[config.mk]
export PLATFORM = sky130hd
export DESIGN_NAME = ext_irq_latch
export DESIGN_NICKNAME = d
export VERILOG_FILES = /design/src/rtl/irq_latch_pkg.sv /design/src/rtl/irq_sync.sv /design/src/rtl/irq_src_detect.sv /design/src/rtl/irq_req_latch.sv /design/src/rtl/ext_irq_latch.sv
export SDC_FILE = /design/constraint.sdc
export NUM_CORES = 1
export LEC_CHECK = 0
export BUFFER_PORTS_ARGS = -buffer_cell sky130_fd_sc_hd__buf_2
export CORE_MARGIN = 4
export CORE_UTILIZATION = 25
export CTS_CLUSTER_DIAMETER = 200
export DETAILED_ROUTE_END_ITERATION = 6
export SLEW_MARGIN = 40
export SYNTH_ARGS = -nofsm -noshare
export SYNTH_HDL_FRONTEND = slang
export SYNTH_HIERARCHICAL = 1
export SYNTH_SLANG_ARGS = --single-unit
[constraint.sdc]
create_clock -name clk -period 1.68 [get_ports clk]
set_clock_uncertainty 0.05 [all_clocks]
set_input_delay 0.084 -clock clk [delete_from_list [all_inputs] [get_ports clk]]
set_output_delay 0.084 -clock clk [all_outputs]
set_load 0.01 [all_outputs]
[src/rtl/irq_latch_pkg.sv]
package irq_latch_pkg;
  typedef enum logic {
    SENS_EDGE       = 1'b0,
    SENS_EDGE_LEVEL = 1'b1
  } sens_e;
endpackage

[src/rtl/irq_sync.sv]
module irq_sync #(
  parameter int          W       = 1,
  parameter int          STAGES  = 2,
  parameter logic [W-1:0] RST_VAL = '0
) (
  input  logic         clk,
  input  logic         rst_n,
  input  logic [W-1:0] d,
  output logic [W-1:0] q
);
  logic [W-1:0] stage_q [STAGES];

  always_ff @(posedge clk or negedge rst_n) begin
    if (!rst_n) stage_q[0] <= RST_VAL;
    else        stage_q[0] <= d;
  end

  for (genvar g = 1; g < STAGES; g++) begin : g_stage
    always_ff @(posedge clk or negedge rst_n) begin
      if (!rst_n) stage_q[g] <= RST_VAL;
      else        stage_q[g] <= stage_q[g-1];
    end
  end

  assign q = stage_q[STAGES-1];
endmodule

[src/rtl/irq_src_detect.sv]
module irq_src_detect #(
  parameter int NPORT = 4
) (
  input  logic             clk,
  input  logic             rst_n,
  input  logic             cfg_port_en,
  input  logic             ded_n_s,
  input  logic [NPORT-1:0] port_s,
  output logic             src_act,
  output logic             src_edge
);
  logic en_q, en_d;
  logic prev_q, prev_d;
  logic port_any;

  // next state
  always_comb begin
    en_d     = cfg_port_en;
    port_any = en_q & (|port_s);
    src_act  = ~ded_n_s | port_any;
    src_edge = src_act & ~prev_q;
    prev_d   = src_act;
  end

  // registers
  always_ff @(posedge clk or negedge rst_n) begin
    if (!rst_n) begin
      en_q   <= 1'b0;
      prev_q <= 1'b0;
    end else begin
      en_q   <= en_d;
      prev_q <= prev_d;
    end
  end
endmodule

[src/rtl/irq_req_latch.sv]
module irq_req_latch
  import irq_latch_pkg::*;
(
  input  logic clk,
  input  logic rst_n,
  input  logic cfg_level,
  input  logic src_act,
  input  logic src_edge,
  input  logic irq_ack,
  output logic pend_q
);
  sens_e mode;
  logic  set_req, pend_d, pend_en;

  // next state
  always_comb begin
    mode    = sens_e'(cfg_level);
    set_req = src_edge | ((mode == SENS_EDGE_LEVEL) & src_act);
    pend_d  = set_req | (pend_q & ~irq_ack);
    pend_en = set_req | irq_ack;
  end

  // register with clock enable
  always_ff @(posedge clk or negedge rst_n) begin
    if (!rst_n)       pend_q <= 1'b0;
    else if (pend_en) pend_q <= pend_d;
  end
endmodule

[src/rtl/ext_irq_latch.sv]
module ext_irq_latch #(
  parameter int NPORT       = 4,
  parameter int SYNC_STAGES = 2
) (
  input  logic             clk,
  input  logic             rst_n,
  input  logic             cfg_port_en,
  input  logic             cfg_level,
  input  logic             irq_pin_n,
  input  logic [NPORT-1:0] port_pin,
  input  logic             cpu_mask,
  input  logic             insn_done,
  input  logic             irq_ack,
  output logic             irq_pending,
  output logic             irq_take
);
  localparam logic [NPORT-1:0] PORT_IDLE = '0;
  localparam logic [0:0]       DED_IDLE  = 1'b1;

  logic             ded_n_s;
  logic [NPORT-1:0] port_s;
  logic             src_act, src_edge;

  irq_sync #(.W(1), .STAGES(SYNC_STAGES), .RST_VAL(DED_IDLE)) u_sync_ded (
    .clk(clk), .rst_n(rst_n), .d(irq_pin_n), .q(ded_n_s)
  );

  irq_sync #(.W(NPORT), .STAGES(SYNC_STAGES), .RST_VAL(PORT_IDLE)) u_sync_port (
    .clk(clk), .rst_n(rst_n), .d(port_pin), .q(port_s)
  );

  irq_src_detect #(.NPORT(NPORT)) u_src (
    .clk(clk), .rst_n(rst_n), .cfg_port_en(cfg_port_en),
    .ded_n_s(ded_n_s), .port_s(port_s),
    .src_act(src_act), .src_edge(src_edge)
  );

  irq_req_latch u_latch (
    .clk(clk), .rst_n(rst_n), .cfg_level(cfg_level),
    .src_act(src_act), .src_edge(src_edge),
    .irq_ack(irq_ack), .pend_q(irq_pending)
  );

  assign irq_take = irq_pending & insn_done & ~cpu_mask;
endmodule

# == Word-level counts from Yosys, hierarchy flattened ==
# Cells that the tools add are included.
# word_totals
regBits,13
output_inout_bits,2
word_cells,22
input_bits,12
# op_classes
reduce_logical,1
bitwise,14
# op_table
cell,n
1-bit bitwise AND,6
1-bit NOT,4
1-bit bitwise OR,4
4-bit OR reduction,1

# == Longest topological paths before layout ==
# depth
word_depth,6
depth_mapped,5
ltp_nobuf,4

# == Modules after synthesis ==
# Netlist, hierarchy kept.
# modules_own_cells
module,area_each_um2,cells_per_inst,seq_area_each_um2,n_inst
irq_sync (u_sync_port),230.2,12,200.2,1
irq_src_detect,75.1,5,50.0,1
irq_sync (u_sync_ded),52.6,2,52.6,1
irq_req_latch,42.5,4,25.0,1
ext_irq_latch,8.8,1,0.0,1

# == Worst setup path before layout ==
# Ideal clock, no wire load.
# synth_path
kind,register to register
startpoint,register u_sync_port.stage_q (netlist bit u_sync_port/q[1])
endpoint,register u_latch.pend_q
setup_time_ps,122
slack_ps,421
n_path_buf,1
required_time_ps,1508
period_less_slack_ps,1259
t_arrival_ps,1087
path_stages_with_launch,6
path_cell_list,dfrtp_1 -> buf_4 -> o41ai_2 -> nand2_1 -> a21oi_2 -> o21ai_1
# synth_via
elab_chain_cells,6
word_cells_on_any_way,8
classes_between,bitwise (7); reduce/logical (1)
# synth_lines
item,line_no,rtl
start: declaration,irq_sync.sv:11,logic [W-1:0] stage_q [STAGES];
start signal: indexed assignment,irq_sync.sv:21,else stage_q[g] <= stage_q[g-1];
4-bit OR reduction (*),irq_src_detect.sv:19,port_any = en_q & (|port_s);
1-bit bitwise AND (*),irq_src_detect.sv:19,
1-bit bitwise OR (*),irq_src_detect.sv:20,src_act = ~ded_n_s | port_any;
net src_act,ext_irq_latch.sv:22,"logic src_act, src_edge;"
"1-bit bitwise AND, on equally long branches","irq_src_detect.sv:21, irq_req_latch.sv:18",
1-bit bitwise OR (*),irq_req_latch.sv:18,set_req = src_edge | ((mode == SENS_EDGE_LEVEL) & src_act);
"1-bit bitwise OR, on equally long branches","irq_req_latch.sv:19, irq_req_latch.sv:20",
end signal: assignment,irq_req_latch.sv:26,else if (pend_en) pend_q <= pend_d;
end: declaration,irq_req_latch.sv:10,output logic pend_q
# The timed path passes the listed nets; every way through them passes the cells marked *.
# A chain may end at the register's enable or synchronous reset.

# == Worst setup path after layout ==
# Ends and elaborated chain as after synthesis.

==> impl_metrics.py <==
metrics = {
    "floorplan": {
        "io_pins": 14,
        "rows": 14,
        "die_area_sq_um": 2350,
        "fp.dieH_um": 48.5,
        "start_util": 0.268,
        "fp.dieW_um": 48.5,
        "coreArea_sq_um": 1520,
    },
    "timing": {
        "worst_slew_pin_slew_ps": 282,
        "hold_ws_ps": 183,
        "min_period_ps": 1230,
        "drv_slew": 0,
        "max_slew_margin": 0.810,
        "totalNegativeSetupSlack_ps": 0,
        "fin_ws_ps": 452,
        "hold_violations": 0,
        "period_share": 0.731,
        "setup_viol": 0,
        "fmax_mhz": 814,
        "rsz0062_at_grt": "false",
    },
    "drt": {
        "drt-initial-drc-count": 0,
        "ant_nets": 0,
        "wl_um": 680,
        "drc_errors": 0,
        "firstDrtPassIters": 1,
        "wl_per_cell_um": 11.0,
        "via_count": 248,
        "viasPerCell": 4.00,
    },
    "grt": {
        "grt.overflow.total": 0,
        "grt_pass1_vias": 292,
        "antenna_found_initial": 0,
        "grt_max_degree": 14,
        "track_usage": 0.0705,
        "grt_pass1_wl_um": 1180,
    },
    "yosys": {
        "ys_seq_area_frac": 0.801,
        "netlist_area_sq_um": 409,
        "ys_warn_count": 6,
        "netlist_top_cells_count": "dfrtp_1, buf_4, dfstp_2",
        "syn_inst": 24,
        "yosysMostFrequentCell": "dfrtp_1",
        "syn_area_per_cell_sq_um": 17.0,
        "async_flop_share": 1.00,
        "synth.top_cell.area_share": 0.673,
        "synth_area_leaders": "dfrtp_1, dfstp_2, buf_4",
        "synth_cell_type_count": 10,
        "ys_ff_latch": 13,
        "synth_edf_count": 0,
        "synth_top_area_cell": "dfrtp_1",
        "ys.flop_type": "dfrtp_1",
        "syn-num-nets": 36,
    },
    "status": {
        "outcome": "finished, final reports clean",
    },
    "cells_and_area": {
        "regArea_sq_um": 328,
        "area_growth_pct": 41.9,
        "layout.cells.non_filler": 62,
        "multiInputGateArea_sq_um": 47.5,
        "fillers": 153,
        "drive_above_1_share": 0.435,
        "finalNetCount": 59,
        "diodes": 0,
    },
    "worst_setup_path": {
        "worstSetupEndpointType": "flop",
        "cp_max_fo": 2,
        "critPathLaunchType": "flop",
        "arrival_ps": 1330,
        "worstSetupPathType": "reg2reg",
        "cp.required_ps": 1790,
        "reg2reg_depth": 4,
    },
    "place": {
        "portBuffers": 13,
        "placedCellCount": 49,
        "place_congestion": 0.614,
        "pre_cts_ws_ps": 445,
    },
    "clock_network": {
        "clkLatencyLatePin_ps": 270,
        "clock-sinks": 13,
        "htree_levels": 1,
        "cts_buffer_depth": 2,
        "cts_setup_buffers": 0,
        "cts.reportedPaths.clkPinSlew_ps": 70,
        "cts_tree": "yes",
        "root_buffer": "clkbuf_4",
        "cts_made_buffers": 3,
    },
    "pwr": {
        "ir_worst_vdd_uv": 431,
        "finalPower_mw": 0.575,
        "power.switching_mw": 0.121,
        "p_int_mw": 0.454,
        "powerDensity_nw_per_um2": 990,
        "p_leak_nw": 0.277,
        "p_clk_frac": 0.325,
        "swShare": 0.210,
        "combPwrFrac": 0.085,
        "sequentialPowerShare": 0.590,
    },
    "job": {
        "cap_violations": 0,
    },
    "worst_hold_path": {
        "hold_class": "in2async",
    },
}
logic make-up after synthesis:
family | count (synthesis) | share of synthesized area
flops | 13 | 0.801
buf+inv | 5 | 0.0826
compound gates | 4 | 0.0856
simple gates | 2 | 0.0306
sequential cells by signal, summed over array words and instances (netlist names):
signal	flops
u_latch/pend_q	1
u_src/en_q	1
u_src/prev_q	1
u_sync_ded/q	1
u_sync_ded/stage_q	1
u_sync_port/q	4
u_sync_port/stage_q	4
final timing paths:
path / from / endpoint / slack [ps]
worst max-delay path: u_sync_port/q[1] / u_latch/pend_q / 450
worst min-delay path: rst_n / u_sync_port/stage_q[4] / 180
worst max register to register: u_sync_port/q[1] / u_latch/pend_q / 450
worst min register to register: u_sync_ded/stage_q[1] / u_sync_ded/q / 310
max in group asynchronous: rst_n / u_sync_ded/q / 1130
min in group clk: u_sync_ded/stage_q[1] / u_sync_ded/q / 310
through the flow:
step,cell area (sq um),utilization
2_1_floorplan,409,-
3_5_place_dp,464,0.305
4_1_cts,581,0.381
5_1_grt,581,0.381
6_report,581,0.381
3_3_place_gp,464,0.305
layout make-up:
type / instances / area share
Clock buffer: 4 / 0.0453
Inverter: 1 / 0.00647
Multi-Input combinational cell: 6 / 0.0819
Sequential cell: 13 / 0.565
Tap cell: 16 / 0.0345
Timing Repair Buffer: 22 / 0.267
routing by layer:
layer	GRT usage	vias up	wire, um
li1	-	118	-
met1	0.0569	118	219
met2	0.124	10	411
met3	0.0276	2	34
met4	0.0673	0	14
met5	0	-	0
critical path, stage by stage, from the launching register on:
cell and delay, ps:
dfrtp_1 370, o41ai_2 370, nand2_1 120, a21oi_2 120, o21ai_1 80
cells in the final DEF, fill, tap and decap left out:
| master | instances |
|---|---|
| nand2_1 | 1 |
| o21ai_1 | 1 |
| clkbuf_1 | 1 |
| inv_1 | 1 |
| dlygate4sd3_1 | 9 |
| dfstp_2 | 2 |
| and3b_1 | 1 |
| dfrtp_1 | 11 |
| a21oi_2 | 1 |
| clkbuf_4 | 3 |
| buf_2 | 13 |
| o41ai_2 | 1 |
| a21oi_1 | 1 |
power by group through the flow:
stage / logic, mW / clock network (mW) / registers (mW)
after floorplan: 0.0168 / 0 / 0.344
after global placement: 0.0324 / 0 / 0.345
after detailed placement: 0.0334 / 0 / 0.345
after CTS: 0.0492 / 0.198 / 0.339
after global routing: 0.0544 / 0.222 / 0.341
final: 0.0491 / 0.186 / 0.339
what timing repair did:
item / 4_1_cts / 5_1_grt
resized for setup: 0 / 0
hold endpoints to repair: 20 / 0
hold buffers: 9 / 0
(Power assumes the default switching activity.)
